$ cat config.mk
export PLATFORM = sky130hd
export DESIGN_NAME = tgt_seq
export DESIGN_NICKNAME = d
export VERILOG_FILES = /design/src/rtl/tgt_pkg.sv /design/src/rtl/tgt_decode.sv /design/src/rtl/tgt_store.sv /design/src/rtl/tgt_parity.sv /design/src/rtl/tgt_seq.sv
export SDC_FILE = /design/constraint.sdc
export NUM_CORES = 1
export LEC_CHECK = 0
export BUFFER_PORTS_ARGS = -buffer_cell sky130_fd_sc_hd__clkbuf_2
export CORE_ASPECT_RATIO = 1.5
export CORE_UTILIZATION = 30
export CTS_BUF_LIST = sky130_fd_sc_hd__clkbuf_4 sky130_fd_sc_hd__clkbuf_8
export DETAILED_ROUTE_END_ITERATION = 16
export PLACE_DENSITY = 0.45
export SYNTH_ARGS = -nofsm -noshare
export SYNTH_HDL_FRONTEND = slang
export SYNTH_SLANG_ARGS = --single-unit
$ cat constraint.sdc
create_clock -name clk -period 4.2 [get_ports clk]
set_clock_uncertainty 0.2 [all_clocks]
set_input_delay 0.21 -clock clk [delete_from_list [all_inputs] [get_ports clk]]
set_output_delay 0.21 -clock clk [all_outputs]
set_load 0.01 [all_outputs]
$ cat src/rtl/tgt_pkg.sv
package tgt_pkg;

  typedef enum logic [1:0] {
    SPD_FAST = 2'd0,
    SPD_MED  = 2'd1,
    SPD_SLOW = 2'd2
  } speed_e;

  typedef enum logic [2:0] {
    ST_IDLE,
    ST_WAIT,
    ST_DATA,
    ST_STOPW,
    ST_TURN
  } seq_st_e;

  // Memory command codes that this target may claim inside its window.
  function automatic logic cmd_is_mem(input logic [3:0] c);
    return (c == 4'b0110) || (c == 4'b0111) || (c == 4'b1100) ||
           (c == 4'b1110) || (c == 4'b1111);
  endfunction

  // Configuration read and write.
  function automatic logic cmd_is_cfg(input logic [3:0] c);
    return (c == 4'b1010) || (c == 4'b1011);
  endfunction

  // Bit 0 low means data flows from target to initiator.
  function automatic logic cmd_is_read(input logic [3:0] c);
    return ~c[0];
  endfunction

  // Byte-lane merge with active-low lane enables.
  function automatic logic [31:0] lane_merge(input logic [31:0] old_w,
                                             input logic [31:0] new_w,
                                             input logic [3:0]  en_n);
    logic [31:0] r;
    for (int b = 0; b < 4; b++)
      r[8*b +: 8] = en_n[b] ? old_w[8*b +: 8] : new_w[8*b +: 8];
    return r;
  endfunction

  // Even parity bit over 36 bus bits.
  function automatic logic even_par(input logic [31:0] d, input logic [3:0] c);
    return ^{d, c};
  endfunction

  // Claim latency in edges after the address edge, with the back-to-back rule.
  function automatic logic [1:0] claim_lat(input speed_e spd, input logic fast_ok);
    if (spd == SPD_FAST && !fast_ok) return 2'd1;
    return 2'(spd);
  endfunction

endpackage

$ cat src/rtl/tgt_decode.sv
module tgt_decode
  import tgt_pkg::*;
#(
  parameter logic [31:0] BASE_ADDR = 32'h0000_1000,
  parameter int          WIN_BYTES = 64
) (
  input  logic [31:0]                    ad,
  input  logic [3:0]                     cmd,
  input  logic                           idsel,
  output logic                           claim,
  output logic                           is_rd,
  output logic [$clog2(WIN_BYTES)-3:0]   idx
);
  localparam int AW = $clog2(WIN_BYTES);

  logic hit;
  logic unused_low;

  assign unused_low = &{1'b0, ad[1:0]};
  assign hit   = (ad[31:AW] == BASE_ADDR[31:AW]);
  assign claim = (cmd_is_mem(cmd) && hit) || (cmd_is_cfg(cmd) && idsel);
  assign is_rd = cmd_is_read(cmd);
  assign idx   = ad[AW-1:2];

endmodule

$ cat src/rtl/tgt_store.sv
module tgt_store
  import tgt_pkg::*;
#(
  parameter int WORDS = 16,
  localparam int IW = $clog2(WORDS)
) (
  input  logic          clk,
  input  logic          rst_n,
  input  logic          wr_en,
  input  logic [IW-1:0] wr_idx,
  input  logic [31:0]   wr_data,
  input  logic [3:0]    wr_be_n,
  input  logic [IW-1:0] rd_idx,
  output logic [31:0]   rd_data
);
  logic [WORDS-1:0][31:0] mem_q;

  always_ff @(posedge clk or negedge rst_n) begin
    if (!rst_n) begin
      mem_q <= '0;
    end else if (wr_en) begin
      mem_q[wr_idx] <= lane_merge(mem_q[wr_idx], wr_data, wr_be_n);
    end
  end

  assign rd_data = mem_q[rd_idx];

  // a data phase with every lane disabled leaves the array untouched
  p_noop_lanes_r7: assert property (@(posedge clk) disable iff (!rst_n)
    (wr_en && (&wr_be_n)) |=> $stable(mem_q));

endmodule

$ cat src/rtl/tgt_parity.sv
module tgt_parity
  import tgt_pkg::*;
(
  input  logic        clk,
  input  logic        rst_n,
  input  logic [31:0] ad,
  input  logic [3:0]  cbe_n,
  input  logic        ad_drv,
  output logic        par,
  output logic        par_oe
);
  always_ff @(posedge clk or negedge rst_n) begin
    if (!rst_n) begin
      par    <= 1'b0;
      par_oe <= 1'b0;
    end else begin
      par    <= even_par(ad, cbe_n);
      par_oe <= ad_drv;
    end
  end

  // parity trails the covered cycle by one clock and makes the total even
  p_par_even_r10: assert property (@(posedge clk) disable iff (!rst_n)
    par_oe |-> ((^{par, $past(ad), $past(cbe_n)}) == 1'b0));

  // parity is enabled only right after read data was driven
  p_par_follows_r10: assert property (@(posedge clk) disable iff (!rst_n)
    ad_drv |=> par_oe);

endmodule

$ cat src/rtl/tgt_seq.sv
module tgt_seq
  import tgt_pkg::*;
#(
  parameter logic [31:0] BASE_ADDR = 32'h0000_1000,
  parameter int          WIN_BYTES = 64,
  parameter speed_e      SPEED     = SPD_FAST
) (
  input  logic        clk,
  input  logic        rst_n,
  input  logic        frame_n,
  input  logic        irdy_n,
  input  logic        idsel,
  input  logic [3:0]  cbe_n,
  input  logic [31:0] ad_in,
  output logic [31:0] ad_out,
  output logic        ad_oe,
  output logic        devsel_n,
  output logic        trdy_n,
  output logic        stop_n,
  output logic        ctl_oe,
  output logic        par,
  output logic        par_oe
);
  localparam int WORDS = WIN_BYTES / 4;
  localparam int IW    = $clog2(WORDS);
  localparam logic [IW-1:0] LAST_IDX = IW'(WORDS - 1);

  seq_st_e       st;
  logic [1:0]    ecnt, ldev, ltrdy;
  logic [IW-1:0] idx, nxt_idx, dec_idx, rd_sel;
  logic          rd_q, last_me, prev_frame_n, prev_idle;
  logic          dec_claim, dec_rd;
  logic [31:0]   rd_data;

  // named events for checking
  logic       addr_phase, addr_evt, fast_ok, xfer, wr_en;
  logic [1:0] lat_dev_w, lat_trdy_w;

  tgt_decode #(.BASE_ADDR(BASE_ADDR), .WIN_BYTES(WIN_BYTES)) u_dec (
    .ad(ad_in), .cmd(cbe_n), .idsel(idsel),
    .claim(dec_claim), .is_rd(dec_rd), .idx(dec_idx)
  );

  assign addr_phase = prev_frame_n && !frame_n && (st == ST_IDLE || st == ST_TURN);
  assign addr_evt   = addr_phase && dec_claim;
  assign fast_ok    = prev_idle || last_me;
  assign lat_dev_w  = claim_lat(SPEED, fast_ok);
  assign lat_trdy_w = (dec_rd && lat_dev_w == 2'd0) ? 2'd1 : lat_dev_w;
  assign xfer       = (st == ST_DATA) && !irdy_n && !trdy_n;
  assign wr_en      = xfer && !rd_q;
  assign nxt_idx    = idx + 1'b1;
  assign rd_sel     = addr_evt ? dec_idx : (xfer ? nxt_idx : idx);

  tgt_store #(.WORDS(WORDS)) u_mem (
    .clk(clk), .rst_n(rst_n), .wr_en(wr_en), .wr_idx(idx),
    .wr_data(ad_in), .wr_be_n(cbe_n), .rd_idx(rd_sel), .rd_data(rd_data)
  );

  tgt_parity u_par (
    .clk(clk), .rst_n(rst_n), .ad(ad_out), .cbe_n(cbe_n),
    .ad_drv(ad_oe), .par(par), .par_oe(par_oe)
  );

  always_ff @(posedge clk or negedge rst_n) begin
    if (!rst_n) begin
      st           <= ST_IDLE;
      ecnt         <= '0;
      ldev         <= '0;
      ltrdy        <= '0;
      idx          <= '0;
      rd_q         <= 1'b0;
      last_me      <= 1'b0;
      prev_frame_n <= 1'b1;
      prev_idle    <= 1'b1;
      devsel_n     <= 1'b1;
      trdy_n       <= 1'b1;
      stop_n       <= 1'b1;
      ctl_oe       <= 1'b0;
      ad_oe        <= 1'b0;
      ad_out       <= '0;
    end else begin
      prev_frame_n <= frame_n;
      prev_idle    <= frame_n & irdy_n;
      if (addr_phase) last_me <= dec_claim;

      case (st)
        ST_IDLE, ST_TURN: begin
          if (addr_evt) begin
            ctl_oe <= 1'b1;
            rd_q   <= dec_rd;
            idx    <= dec_idx;
            ldev   <= lat_dev_w;
            ltrdy  <= lat_trdy_w;
            ecnt   <= 2'd1;
            if (lat_dev_w == 2'd0) devsel_n <= 1'b0;
            if (lat_trdy_w == 2'd0) begin
              trdy_n <= 1'b0;
              stop_n <= (dec_idx != LAST_IDX);
              ad_oe  <= dec_rd;
              ad_out <= rd_data;
              st     <= ST_DATA;
            end else begin
              st <= ST_WAIT;
            end
          end else begin
            ctl_oe <= 1'b0;
            st     <= ST_IDLE;
          end
        end

        ST_WAIT: begin
          if (frame_n && irdy_n) begin
            devsel_n <= 1'b1;
            trdy_n   <= 1'b1;
            stop_n   <= 1'b1;
            st       <= ST_TURN;
          end else begin
            ecnt <= ecnt + 2'd1;
            if (ecnt == ldev) devsel_n <= 1'b0;
            if (ecnt == ltrdy) begin
              trdy_n <= 1'b0;
              stop_n <= (idx != LAST_IDX);
              ad_oe  <= rd_q;
              ad_out <= rd_data;
              st     <= ST_DATA;
            end
          end
        end

        ST_DATA: begin
          if (xfer) begin
            idx <= nxt_idx;
            if (frame_n) begin
              devsel_n <= 1'b1;
              trdy_n   <= 1'b1;
              stop_n   <= 1'b1;
              ad_oe    <= 1'b0;
              st       <= ST_TURN;
            end else if (!stop_n) begin
              trdy_n <= 1'b1;
              ad_oe  <= 1'b0;
              st     <= ST_STOPW;
            end else begin
              stop_n <= (nxt_idx != LAST_IDX);
              ad_out <= rd_data;
            end
          end
        end

        ST_STOPW: begin
          if (frame_n) begin
            devsel_n <= 1'b1;
            stop_n   <= 1'b1;
            st       <= ST_TURN;
          end
        end

        default: st <= ST_IDLE;
      endcase
    end
  end

  // ready only inside a claimed transaction
  p_trdy_has_devsel_r2: assert property (@(posedge clk) disable iff (!rst_n)
    !trdy_n |-> !devsel_n);

  // no ready in the cycle after the address of a read
  p_read_turn_r3: assert property (@(posedge clk) disable iff (!rst_n)
    (addr_evt && dec_rd) |=> trdy_n);

  // read data is driven only while ready is offered
  p_ad_with_trdy_r3: assert property (@(posedge clk) disable iff (!rst_n)
    ad_oe |-> !trdy_n);

  // back-to-back after another target never claims fast
  p_b2b_medium_r4: assert property (@(posedge clk) disable iff (!rst_n)
    (addr_evt && !fast_ok) |=> devsel_n);

  // configuration commands need slot select
  p_cfg_idsel_r5: assert property (@(posedge clk) disable iff (!rst_n)
    (addr_phase && cmd_is_cfg(cbe_n) && !idsel) |=> (st == ST_IDLE));

  // while waiting out a disconnect, stop holds and ready is withdrawn
  p_stop_hold_r9: assert property (@(posedge clk) disable iff (!rst_n)
    (st == ST_STOPW) |-> (trdy_n && !stop_n && !devsel_n));

  // the final transfer is followed by one cycle of driven-high strobes
  p_end_release_r11: assert property (@(posedge clk) disable iff (!rst_n)
    (xfer && frame_n) |=> (devsel_n && trdy_n && stop_n && ctl_oe));

endmodule

==> run summary <==
## Floorplan
- effective utilization at floorplan: 0.304
- total I/O pin count: 80
- Die Footprint: 0.100 mm^2
- cell row count: 140
- Die X: 259 um
- Die H: 387 um
- core area: 0.0974 mm^2

## Global routing
- busiest layer in global routing: met2
- largest net degree at the start of global routing: 101
- global-route met2 utilization: 0.394
- GRT Overall Usage: 0.229
- global route total overflow: 0
- met1 track demand over resource in global routing: 0.286
- number of global-route vias before repair: 25.0k
- antenna violations before repair: 2
- grt met3 use: 0.0318
- wire length of the first global-routing pass: 169000 um

## Clock tree
- clock-pin slew of the registers on the worst-case setup and hold paths: 0.06 ns
- Max Buffers Root-to-Sink: 3
- number of buffers inserted by post-CTS setup repair: 0
- Sink Count: 566
- cts bufs inserted: 98
- clock tree from TritonCTS: built
- CTS H-tree depth: 3
- Gates resized, CTS repair: 0
- later-pin clock latency in the skew report: 0.81 ns
- master cell of the clock root buffer: clkbuf_8

## Logic synthesis
- register area share after synthesis: 0.478
- biggest area contributors in the synthesized netlist: dfrtp_1, mux4_2, nand2_1
- top cell type by total area after synthesis: dfrtp_1
- EDFF count, synth: 0
- warning count from the yosys run: 0
- Net Count, Synth: 3268
- synthesized instance count: 3216
- prevailing post-synth register cell: dfrtp_1
- number of flip-flops and latches in the synthesized netlist: 566
- Avg Synthesized Cell Area: 9.21 um^2
- ys async rst share: 1.00
- share of the synthesized area in the top cell type: 0.474
- total standard cell area after synthesis: 0.0296 mm^2
- unique cell type count in the Yosys netlist: 65

## STA
- number of failing hold endpoints at the final stage: 0
- maximum achievable frequency: 271 MHz
- Setup TNS Final: 0 ns
- setup repair after global routing missed its margin: no
- worst-margin pin slew: 0.867 ns
- number of max-slew violations in the final report: 0
- Final Hold Slack: 0.181 ns
- post-layout min period: 3.70 ns
- remaining max-slew budget at the tightest pin: 0.416
- portion of the clock cycle consumed by the worst path in the final layout: 0.880
- # setup viols final: 0

## Route
- Avg Vias per Cell: 5.33
- number of violations reported at the end of detailed-routing iteration 0: 1838
- DRC violation count after routing: 0
- number of optimization iterations in the first detailed-route pass: 7
- number of routed nets with antenna violations: 0
- total number of vias: 24.8k
- routed length per instance: 24.2 um
- DRT Wirelength: 113000 um

## Finish
- Final Instance Count excl. Fillers: 4664
- post-route cell area: 0.0349 mm^2
- Post-Route Utilization: 0.358
- layout net count: 3364
- leading cell type in the layout, fill and taps excluded: nand2_1
- commonest non-fill, non-tap cells in the layout: nand2_1, dfrtp_1, a21oi_1
- proportion of layout cells with a drive suffix above 1: 0.181
- post-synthesis to final-layout area growth: 17.6%

## Placed design
- standard cell area after detailed placement: 0.0322 mm^2
- port bufs: 79
- HPWL after DPL: 69000 um
- placed cells: 4434
- global placement routability congestion: 0.803

## Flow run
- # Max-Cap Violations: 0

## Worst setup path
- top fanout value on the critical path: 52
- data arrival time at the worst-slack endpoint: 4.13 ns
- data required time of the worst path: 4.64 ns
- most frequent cell on the critical path: mux4_2
- critical path capture point type: register
- CP Launch Type: register
- Slowest Stage Delay on Critical Path: 0.63 ns
- cell-by-cell listing of the critical path: buf_12, mux4_2, mux4_2, mux2i_1, dlygate4sd3_1, buf_4, o21ai_0
- worst setup path category: register to register
- cell type of the slowest stage on the worst timing path: dfrtp_4

## Power
- Static Leakage: 14.4 nW
- power density cells: 696 mW/mm^2
- Worst VDD drop: 0.375 mV

## Outcome
- status: finished clean

## Min path
- path type of the worst min-delay path: input port to register

-- timing repair --
action / 4_1_cts / 5_1_grt
hold endpoints to repair: 1087 / 0
hold buffers: 56 / 0
setup endpoints to repair: 0 / 0
-- critical path: cells and delay by family, from the launching register on --
family | cells | cell delay [ns]
AO/OA/AOI/OAI | 1 | 0.11
buffers and inverters | 3 | 1.20
flip-flops | 1 | 0.63
multiplexers | 3 | 1.30
-- cell usage after synthesis, types with 32 or more instances --
master,n
a21oi_1,391
mux4_2,160
nand3_1,247
o21ai_0,344
a41oi_1,32
clkbuf_1,234
nor2_1,320
nor4_1,38
nand2_1,628
dfrtp_1,561
xnor2_1,33
mux2i_1,38
-- sequential cells by signal, summed over array words and instances (netlist names), 2 cells and up --
signal       cells
ad_out          32
ecnt             2
idx              4
st               3
u_mem.mem_q    512
-- stage by stage --
step,setup slack (ns),power [W]
final,0.504,0.0243
after global routing,0.350,0.0259
after CTS,0.518,0.0246
after detailed placement,0.363,0.0189
after global placement,0.354,0.0189
after floorplan,0.712,0.0145
-- path summary, 6_finish.rpt --
check                      slack [ns]  cells after the start          startpoint                            to
hold / removal                   0.18                      4             frame_n             st[2]$_DFFE_PN0P_
max in group asynchronous        2.67                      4               rst_n  u_mem.mem_q[487]$_DFFE_PN0P_
min in group asynchronous        0.49                      3               rst_n        prev_frame_n$_DFF_PN1_
setup / recovery                 0.50                      7  idx[0]$_DFFE_PN0P_  u_mem.mem_q[401]$_DFFE_PN0P_
hold reg to reg                  0.25                      0   ad_oe$_DFFE_PN0P_        u_par.par_oe$_DFF_PN0_
setup reg to reg                 0.50                      7  idx[0]$_DFFE_PN0P_  u_mem.mem_q[401]$_DFFE_PN0P_
-- power by group --
| group | switching [W] | leakage, nW | internal (W) |
|---|---|---|---|
| Sequential | 0.00140 | 7.64 | 0.00694 |
| Clock | 0.00250 | 1.09 | 0.00291 |
| Combinational | 0.00623 | 5.63 | 0.00428 |
| Total | 0.0101 | 14.4 | 0.0141 |
-- area by class of cell --
type,count,area [um^2]
flip-flops and latches,566,14200
multi-input cells,2351,14500
clock inverters,21,170
repair buffers,283,2460
diodes,2,5.00
fillers,10081,62500
clock buffers,151,1880
well taps,1278,1600
inverters,12,52.6
-- logic make-up after synthesis --
kind of cell	after synthesis	synth area share
AOI/OAI and AO/OA	830	0.151
xor gates and xnor gates	38	0.0112
adders and majority gates	11	0.00465
buffers and inverters	299	0.0393
DFF	566	0.478
muxes	203	0.137
and+or+nand+nor	1269	0.179
-- metal layers --
metal,up-vias,wire [um]
met3,209,4720
met4,0,4290
met2,711,57200
li1,11545,-
met1,12384,46600
met5,-,0
Power figures use the tool's default switching activity.
